File: src/rtl/dwf_pkg.sv
package dwf_pkg;
  typedef enum logic [2:0] {
    ST_IDLE, ST_WRITE, ST_JUDGE, ST_FINAL, ST_DONE
  } fsm_t;

  typedef enum logic [1:0] {
    PH_IDLE, PH_SETTLE, PH_WIN
  } jphase_t;
endpackage

File: src/rtl/dwf_judge.sv
module dwf_judge #(
  parameter int SETTLE_W  = 8,
  parameter int WIN_CYC   = 16,
  parameter int EXP_EDGES = 4,
  parameter int NPASS     = 3
) (
  input  logic                clk,
  input  logic                rst_n,
  input  logic                go,
  input  logic [SETTLE_W-1:0] settle,
  input  logic                mon_clk,
  output logic                valid,
  output logic                good
);
  import dwf_pkg::*;
  localparam int TW = (SETTLE_W > $clog2(WIN_CYC)) ? SETTLE_W : $clog2(WIN_CYC);
  localparam int EW = $clog2(WIN_CYC + 1);
  localparam int PW = $clog2(NPASS + 1);

  function automatic logic window_ok(input logic [EW-1:0] cnt);
    return cnt == EW'(EXP_EDGES);
  endfunction

  logic          s1, s2, s3, rise;
  jphase_t       ph;
  logic [TW-1:0] tmr;
  logic [EW-1:0] edges, edges_nx;
  logic [PW-1:0] passes;

  assign rise     = s2 & ~s3;
  assign edges_nx = edges + EW'(rise);

  always_ff @(posedge clk or negedge rst_n) begin
    if (!rst_n) begin
      s1 <= 1'b0; s2 <= 1'b0; s3 <= 1'b0;
    end else begin
      s1 <= mon_clk; s2 <= s1; s3 <= s2;
    end
  end

  always_ff @(posedge clk or negedge rst_n) begin
    if (!rst_n) begin
      ph <= PH_IDLE; tmr <= '0; edges <= '0; passes <= '0;
      valid <= 1'b0; good <= 1'b0;
    end else begin
      valid <= 1'b0;
      if (go) begin
        ph <= PH_SETTLE; tmr <= TW'(settle); edges <= '0; passes <= '0;
      end else begin
        case (ph)
          PH_SETTLE: begin
            if (tmr == '0) begin
              ph <= PH_WIN; tmr <= TW'(WIN_CYC - 1); edges <= '0;
            end else tmr <= tmr - 1'b1;
          end
          PH_WIN: begin
            if (tmr == '0) begin
              if (window_ok(edges_nx)) begin
                if (passes == PW'(NPASS - 1)) begin
                  valid <= 1'b1; good <= 1'b1; ph <= PH_IDLE;
                end else begin
                  passes <= passes + 1'b1; tmr <= TW'(WIN_CYC - 1); edges <= '0;
                end
              end else begin
                valid <= 1'b1; good <= 1'b0; ph <= PH_IDLE;
              end
            end else begin
              tmr <= tmr - 1'b1; edges <= edges_nx;
            end
          end
          default: ;
        endcase
      end
    end
  end
endmodule

File: src/rtl/dwf_runtrack.sv
module dwf_runtrack #(
  parameter int CODE_W = 9,
  parameter int WID_W  = 9
) (
  input  logic              clk,
  input  logic              rst_n,
  input  logic              clr,
  input  logic              upd,
  input  logic              good,
  input  logic [CODE_W-1:0] code,
  output logic [CODE_W-1:0] best_start,
  output logic [WID_W-1:0]  best_len
);
  logic [CODE_W-1:0] run_start, ns;
  logic [WID_W-1:0]  run_len, nl;

  assign nl = run_len + 1'b1;
  assign ns = (run_len == '0) ? code : run_start;

  always_ff @(posedge clk or negedge rst_n) begin
    if (!rst_n) begin
      run_start <= '0; run_len <= '0; best_start <= '0; best_len <= '0;
    end else if (clr) begin
      run_start <= '0; run_len <= '0; best_start <= '0; best_len <= '0;
    end else if (upd) begin
      if (good) begin
        run_len <= nl; run_start <= ns;
        if (nl > best_len) begin
          best_len <= nl; best_start <= ns;
        end
      end else begin
        run_len <= '0;
      end
    end
  end
endmodule

File: src/rtl/dly_win_finder.sv
module dly_win_finder #(
  parameter int CODE_W    = 9,
  parameter int MAX_CODE  = 319,
  parameter int SETTLE_W  = 8,
  parameter int WIN_CYC   = 16,
  parameter int EXP_EDGES = 4,
  parameter int NPASS     = 3,
  parameter int WID_W     = $clog2(MAX_CODE + 2)
) (
  input  logic                clk,
  input  logic                rst_n,
  input  logic                start,
  input  logic [SETTLE_W-1:0] settle_len,
  input  logic                mon_clk,
  output logic                wr_valid,
  output logic [CODE_W-1:0]   wr_code,
  output logic                busy,
  output logic                done,
  output logic                err,
  output logic [CODE_W-1:0]   best_code,
  output logic [WID_W-1:0]    best_width
);
  import dwf_pkg::*;

  function automatic logic [CODE_W-1:0] mid_code(input logic [CODE_W-1:0] s,
                                                 input logic [WID_W-1:0] n);
    logic [CODE_W+1:0] t;
    t = {1'b0, s, 1'b0} + (CODE_W+2)'(n) - 1'b1;
    return CODE_W'(t >> 1);
  endfunction

  fsm_t              st;
  logic [CODE_W-1:0] code, result, run_s;
  logic [WID_W-1:0]  run_n;
  logic              sweep_wr, final_wr, judge_valid, judge_good, sweep_clr, last_code;

  assign sweep_wr  = (st == ST_WRITE);
  assign final_wr  = (st == ST_FINAL);
  assign sweep_clr = (st == ST_IDLE) && start;
  assign last_code = (code == CODE_W'(MAX_CODE));
  assign result    = (run_n == '0) ? '0 : mid_code(run_s, run_n);
  assign wr_valid  = sweep_wr | final_wr;
  assign wr_code   = final_wr ? result : code;
  assign busy      = (st != ST_IDLE);
  assign done      = (st == ST_DONE);

  dwf_judge #(.SETTLE_W(SETTLE_W), .WIN_CYC(WIN_CYC), .EXP_EDGES(EXP_EDGES), .NPASS(NPASS)) judge_i (
    .clk(clk), .rst_n(rst_n), .go(sweep_wr), .settle(settle_len), .mon_clk(mon_clk),
    .valid(judge_valid), .good(judge_good));

  dwf_runtrack #(.CODE_W(CODE_W), .WID_W(WID_W)) track_i (
    .clk(clk), .rst_n(rst_n), .clr(sweep_clr), .upd(judge_valid && st == ST_JUDGE),
    .good(judge_good), .code(code), .best_start(run_s), .best_len(run_n));

  always_ff @(posedge clk or negedge rst_n) begin
    if (!rst_n) begin
      st <= ST_IDLE; code <= '0; err <= 1'b0; best_code <= '0; best_width <= '0;
    end else begin
      case (st)
        ST_IDLE: if (start) begin
          st <= ST_WRITE; code <= '0; err <= 1'b0; best_code <= '0; best_width <= '0;
        end
        ST_WRITE: st <= ST_JUDGE;
        ST_JUDGE: if (judge_valid) begin
          if (last_code) st <= ST_FINAL;
          else begin
            code <= code + 1'b1; st <= ST_WRITE;
          end
        end
        ST_FINAL: begin
          best_code <= result; best_width <= run_n; err <= (run_n == '0);
          st <= ST_DONE;
        end
        default: st <= ST_IDLE;
      endcase
    end
  end
endmodule

File: config.mk
export PLATFORM = sky130hd
export DESIGN_NAME = dly_win_finder
export DESIGN_NICKNAME = d
export VERILOG_FILES = /design/src/rtl/dwf_pkg.sv /design/src/rtl/dwf_judge.sv /design/src/rtl/dwf_runtrack.sv /design/src/rtl/dly_win_finder.sv
export SDC_FILE = /design/constraint.sdc
export NUM_CORES = 1
export LEC_CHECK = 0
export BUFFER_PORTS_ARGS = -buffer_cell sky130_fd_sc_hd__buf_2
export CAP_MARGIN = 20
export CORE_MARGIN = 8
export CORE_UTILIZATION = 38
export DETAILED_ROUTE_END_ITERATION = 12
export GPL_ROUTABILITY_DRIVEN = 0
export GPL_TIMING_DRIVEN = 0
export PLACE_DENSITY = 0.64
export SETUP_SLACK_MARGIN = 0.2
export SLEW_MARGIN = 20
export SYNTH_ARGS = -nofsm -noshare
export SYNTH_HDL_FRONTEND = slang
export SYNTH_HIERARCHICAL = 1
export SYNTH_SLANG_ARGS = --single-unit
File: constraint.sdc
create_clock -name clk -period 4.1 [get_ports clk]
set_input_delay 0.41 -clock clk [delete_from_list [all_inputs] [get_ports clk]]
set_output_delay 0.41 -clock clk [all_outputs]
set_load 0.02 [all_outputs]
==> run_results.csv, run 1 <==
group,metric,value,unit
clock_network,cts-root-buf,"clkbuf_16",
synthesis,ys_types,87,
clock_network,cts_sinks,89,
worst_setup_path,endpoint_kind,"register",
floorplan,fp.dieW,138,µm
worst_setup_path,timing.rr.start,"track_i/run_len[0]",
synthesis,synth_seq_cells,89,
worst_setup_path,path_class,"register to register",
detailed_routing,drt_iter0_markers,190,
worst_setup_path,rr_worst_depth,10,
synthesis,synth-seq-area-share,0.393,
worst_setup_path,crit_fanout,10,
synthesis,synth_warnings,6,
floorplan,start_util,0.390,
worst_setup_path,rrSetupSlack,0.48,ns
clock_network,postCtsHoldBufs,0,
global_route,grtUsageTotal,0.140,
floorplan,die_h,138,µm
sta,drv_slew,0,
worst_setup_path,cp-startpoint,"track_i/run_len[0]",
clock_network,ctsResizeCount,0,
floorplan,io_pins,43,
clock_network,post_cts_buffers,0,
synthesis,synth.largest_area_cell,"dfrtp_1",
final_layout,nFillCells,1403,
detailed_routing,drc,0,
synthesis,synth_area,0.00567,mm²
worst_setup_path,r2r_end,"track_i/best_start[7]",
synthesis,synthCells,595,
sta,fin_crit,3.62,ns
pwr,peakVddDrop,225,µV
detailed_routing,vias,4627,
sta,maxSlewHeadroom,0.335,
clock_network,clk_latency,0.35,ns
hold_path,min_path_type,"input pin to asynchronous set/reset pin",
worst_setup_path,arrival,3.86,ns
synthesis,syn_avg_cell_area,9.53,µm²
detailed_routing,drtAntennaViolNets,0,
global_route,grt_pass1_vias,4512,
sta,tightest_slew,0.991,ns
floorplan,coreArea,0.0145,mm²
pwr,leakage,3.02,nW
sta,finalSetupTns,0,ns
floorplan,rows,44,
sta,clock.fmax,276,MHz
final_layout,layout-drive-gt1-share,0.182,
final_layout,final_common_cell,"dfrtp_1",
synthesis,synth_area_leaders,"dfrtp_1 39%, ha_1 7.1%, inv_1 3.8%",
pwr,total_power,2.67,mW
worst_setup_path,crit_path_end,"track_i/best_start[7]",
worst_setup_path,worstSetupStartpointType,"register",
synthesis,synth-main-ff-cell,"dfrtp_1",
global_route,antenna_found_initial,0,
sta,rsz0062_at_grt,"no",
detailed_routing,wire_per_inst,16.0,µm
final_layout,nNetsFinal,694,
worst_setup_path,cp_data_required_time,4.34,ns
placed_design,place_ws,0.499,ns
final_layout,area.growth.synth_to_final,13.9,%
run_status,status,"complete, no violations",
sta,timing.final.crit_share,0.884,
floorplan,dieArea,0.0191,mm²
final_layout,insertedDiodeCount,0,
placed_design,numPortBuffers,42,
sta,final-hold-violation-count,0,
sta,layout_setup_ws,0.477,ns
placed_design,place_hpwl,10200,µm
clock_network,cts_buffers,9,
synthesis,synth_nets,640,
pwr,power.density,414,mW/mm²
synthesis,async_reset_ff_frac,1.00,
synthesis,synth_top_area_frac,0.393,
clock_network,cts_tree,"built",
sta,setup_viol,0,
global_route,grt_first_pass_wirelength,22400,µm
detailed_routing,via_per_inst,5.52,
flow_run,drv_cap,0,
clock_network,path_clk_slew,0.06,ns
clock_network,clockBufferDepth,2,
synthesis,synth_edf_count,0,
global_route,grt.overflow.total,0,
clock_network,htreeDepth,3,
global_route,grt_max_degree,57,
detailed_routing,first_pass_iters,4,
detailed_routing,wirelength,13400,µm
final_layout,mostFrequentLayoutCells,"89 x dfrtp_1, 57 x inv_1, 53 x buf_2",
sta,skew,0.00884,ns
flip-flops by register name, indices dropped and copies added, names as in the netlist, 2 cells and up:
register,cells
judge_i/edges,5
code,9
track_i/run_len,9
track_i/best_len,9
track_i/best_start,9
judge_i/passes,2
best_width,9
best_code,9
judge_i/ph,2
judge_i/tmr,8
track_i/run_start,9
st,3
power breakdown:
part           leakage, nW  internal (mW)  switching (mW)
registers             1.21          0.958          0.0935
clock network        0.151          0.521           0.341
logic                 1.66          0.276           0.484
synthesized netlist by cell type (6+ instances only):
cell / count
o21ai_0: 34
nor3_1: 11
nor2_1: 27
xnor2_1: 6
a21oi_1: 34
mux2_4: 10
mux2i_1: 13
inv_1: 57
nand3_1: 21
dfrtp_1: 89
ha_1: 32
a21o_1: 8
o211ai_1: 9
o21ai_1: 8
nand2_1: 52
nor2b_1: 15
nand4_1: 7
a22o_1: 6
buf_2: 12
nand2b_1: 7
worst max-delay path, stage by stage (launching register included):
cell and delay, ns:
dfrtp_1 0.51, ha_1 0.29, nand3_1 0.23, o31a_1 0.39, or2_2 0.30, ha_1 0.37, and4_4 0.23, a2111oi_4 0.51
a211o_4 0.24, buf_12 0.14, mux2_4 0.30
cell families (layout without fill, tap and decap cells):
family | after synthesis | in the layout | synth area share
adders and majority gates | 33 | 33 | 0.0741
AOI/OAI and AO/OA | 169 | 169 | 0.213
buffers and inverters | 85 | 144 | 0.0695
muxes | 24 | 24 | 0.0514
xor gates and xnor gates | 9 | 9 | 0.0139
and+or+nand+nor | 186 | 186 | 0.185
DFF | 89 | 89 | 0.393
routing by layer:
metal / part of all wire / global-route usage
met3: 0.047 / 0.0414
met1: 0.46 / 0.173
met4: 0.021 / 0.0492
met2: 0.47 / 0.226
met5: 0 / 0
cell type report:
| cell class | instances | area, µm² | area share |
|---|---|---|---|
| inverter | 59 | 221 | 0.0343 |
| buffer | 26 | 173 | 0.0267 |
| clock inverter | 4 | 50.0 | 0.00775 |
| tap | 184 | 230 | 0.0357 |
| clock buffer | 12 | 267 | 0.0413 |
| timing repair buffer | 43 | 240 | 0.0372 |
| sequential | 89 | 2230 | 0.345 |
| multi-input combinational | 421 | 3050 | 0.472 |
worst min path at each step:
stage	start	to	slack, ns	cells after the start
4_1_cts	rst_n	track_i/best_start[5]	0.02	1
5_1_grt	rst_n	track_i/best_start[5]	0.05	1
3_5_place_dp	judge_i/s1	judge_i/s2	0.33	0
2_1_floorplan	rst_n	best_code[0]	0.11	0
6_report	rst_n	best_code[2]	0.02	1
3_3_place_gp	judge_i/s1	judge_i/s2	0.33	0
through the flow:
| step | hold WS, ns | cells | util | cell area, µm² |
|---|---|---|---|---|
| 2_1_floorplan | 0.114 | 595 | - | 5670 |
| 3_3_place_gp | 0.334 | 821 | 0.420 | 6110 |
| 3_5_place_dp | 0.335 | 822 | 0.423 | 6140 |
| 4_1_cts | 0.0231 | 838 | 0.444 | 6460 |
| 5_1_grt | 0.0520 | 838 | 0.444 | 6460 |
| 6_report | 0.0249 | 838 | 0.444 | 6460 |
(Power assumes the default switching activity.)
==> run 2: changes to the inputs <==
--- a/config.mk
+++ b/config.mk
@@ -8,11 +8,10 @@
 export BUFFER_PORTS_ARGS = -buffer_cell sky130_fd_sc_hd__buf_2
 export CAP_MARGIN = 20
 export CORE_MARGIN = 8
-export CORE_UTILIZATION = 38
+export CORE_UTILIZATION = 36
 export DETAILED_ROUTE_END_ITERATION = 12
 export GPL_ROUTABILITY_DRIVEN = 0
-export GPL_TIMING_DRIVEN = 0
-export PLACE_DENSITY = 0.64
+export PLACE_DENSITY = 0.61
 export SETUP_SLACK_MARGIN = 0.2
 export SLEW_MARGIN = 20
 export SYNTH_ARGS = -nofsm -noshare
==> run_results.csv, run 2 (synthesis results as in run 1) <==
group,metric,value,unit
placed_design,place_hpwl,9710,µm
floorplan,dieArea,0.0200,mm²
sta,rsz0062_at_grt,"no",
flow_run,drv_cap,0,
final_layout,multi_input_area,0.00305,mm²
sta,finalSetupTns,0,ns
sta,clock.fmax,277,MHz
floorplan,rows,46,
worst_setup_path,arrival,3.85,ns
placed_design,place_area,0.00602,mm²
global_route,grt_pass1_vias,4393,
final_layout,insertedDiodeCount,0,
final_layout,mostFrequentLayoutCells,"89 x dfrtp_1, 57 x inv_1, 52 x nand2_1",
placed_design,numPortBuffers,42,
worst_setup_path,worstSetupStartpointType,"register",
global_route,grt.overflow.total,0,
hold_path,min_path_type,"input pin to asynchronous set/reset pin",
global_route,grt_first_pass_wirelength,22100,µm
clock_network,path_clk_slew,0.07,ns
clock_network,cts_tree,"built",
clock_network,htreeDepth,3,
worst_setup_path,cp_data_required_time,4.34,ns
worst_setup_path,r2r_end,"track_i/best_start[3]",
clock_network,post_cts_buffers,0,
worst_setup_path,endpoint_kind,"register",
pwr,leakage,2.93,nW
worst_setup_path,crit_slowest_cell,"a2111oi_4",
worst_setup_path,rr_worst_depth,9,
final_layout,area.growth.synth_to_final,11.8,%
floorplan,start_util,0.362,
detailed_routing,drc,0,
pwr,power.density,415,mW/mm²
worst_setup_path,crit_fanout,11,
worst_setup_path,path_buf_inv,0,
floorplan,die_h,142,µm
worst_setup_path,slowest_delay,0.50,ns
detailed_routing,drtAntennaViolNets,0,
floorplan,fp.dieW,142,µm
worst_setup_path,cpMostUsedCell,"ha_1",
sta,setup_viol,0,
pwr,peakVddDrop,287,µV
global_route,grtUsageTotal,0.135,
detailed_routing,drt_iter0_markers,246,
pwr,total_power,2.63,mW
clock_network,clockBufferDepth,2,
detailed_routing,wire_per_inst,15.4,µm
sta,final-hold-violation-count,0,
worst_setup_path,cp_cell_sequence,"ha_1, nand3_1, o31a_1, or2_2, ha_1, and4_4, a2111oi_4, a211o_4, mux2_2",
clock_network,ctsResizeCount,0,
floorplan,coreArea,0.0157,mm²
clock_network,cts_buffers,9,
detailed_routing,first_pass_iters,4,
worst_setup_path,critPathTopFamily,"compound AO/OA/AOI/OAI gates",
final_layout,nFillCells,1553,
detailed_routing,via_per_inst,5.34,
clock_network,cts-root-buf,"clkbuf_16",
sta,fin_crit,3.61,ns
final_layout,layout-drive-gt1-share,0.163,
sta,drv_slew,0,
global_route,grt_max_degree,66,
final_layout,stdcell_area,0.00634,mm²
sta,timing.final.crit_share,0.881,
clock_network,cts_sinks,89,
sta,skew,0.00962,ns
detailed_routing,wirelength,13000,µm
clock_network,clk_latency,0.35,ns
worst_setup_path,rrSetupSlack,0.49,ns
sta,maxSlewHeadroom,0.450,
detailed_routing,vias,4530,
floorplan,io_pins,43,
final_layout,nNetsFinal,672,
worst_setup_path,path_class,"register to register",
clock_network,postCtsHoldBufs,0,
run_status,status,"complete, no violations",
sta,tightest_slew,0.826,ns
worst_setup_path,timing.rr.start,"track_i/run_len[0]",
global_route,antenna_found_initial,0,
final_layout,final_common_cell,"dfrtp_1",
final_layout,seq_area,0.00223,mm²
-- run 2: final cells by class --
class,instances,share of cell area
Sequential cell,89,0.351
Multi-Input combinational cell,421,0.481
Clock buffer,10,0.0361
Inverter,59,0.0349
Clock inverter,6,0.0142
Timing Repair Buffer,47,0.0395
Tap cell,216,0.0426
-- run 2: worst max path at each step --
stage	startpoint	cells after the start	slack, ns	end
6_report	track_i/run_len[0]	9	0.49	track_i/best_start[3]
5_1_grt	track_i/run_len[0]	9	0.31	track_i/best_start[3]
4_1_cts	track_i/run_len[0]	9	0.51	track_i/best_start[3]
3_5_place_dp	track_i/run_len[0]	9	0.51	track_i/best_start[3]
3_3_place_gp	track_i/run_len[0]	9	0.65	track_i/best_start[3]
2_1_floorplan	track_i/run_len[0]	10	0.81	track_i/best_start[0]
-- run 2: stage by stage --
step | utilization | worst slack [ns] | instances | hold slack [ns]
after floorplan | - | 0.811 | 595 | 0.114
after global placement | 0.384 | 0.649 | 832 | 0.335
after detailed placement | 0.384 | 0.514 | 832 | 0.335
after CTS | 0.405 | 0.515 | 848 | 0.157
after global routing | 0.405 | 0.312 | 848 | 0.162
final | 0.405 | 0.486 | 848 | 0.139
-- run 2: power by group --
group	internal [mW]	switching [mW]	total, mW
Clock	0.537	0.346	0.884
Sequential	0.958	0.111	1.07
Combinational	0.238	0.436	0.675
Total	1.73	0.894	2.63
-- run 2: layer usage --
metal | wire length, µm | track usage
met1 | 6020 | 0.174
met2 | 6090 | 0.218
met3 | 731 | 0.0353
met4 | 197 | 0.0390
met5 | 0 | 0
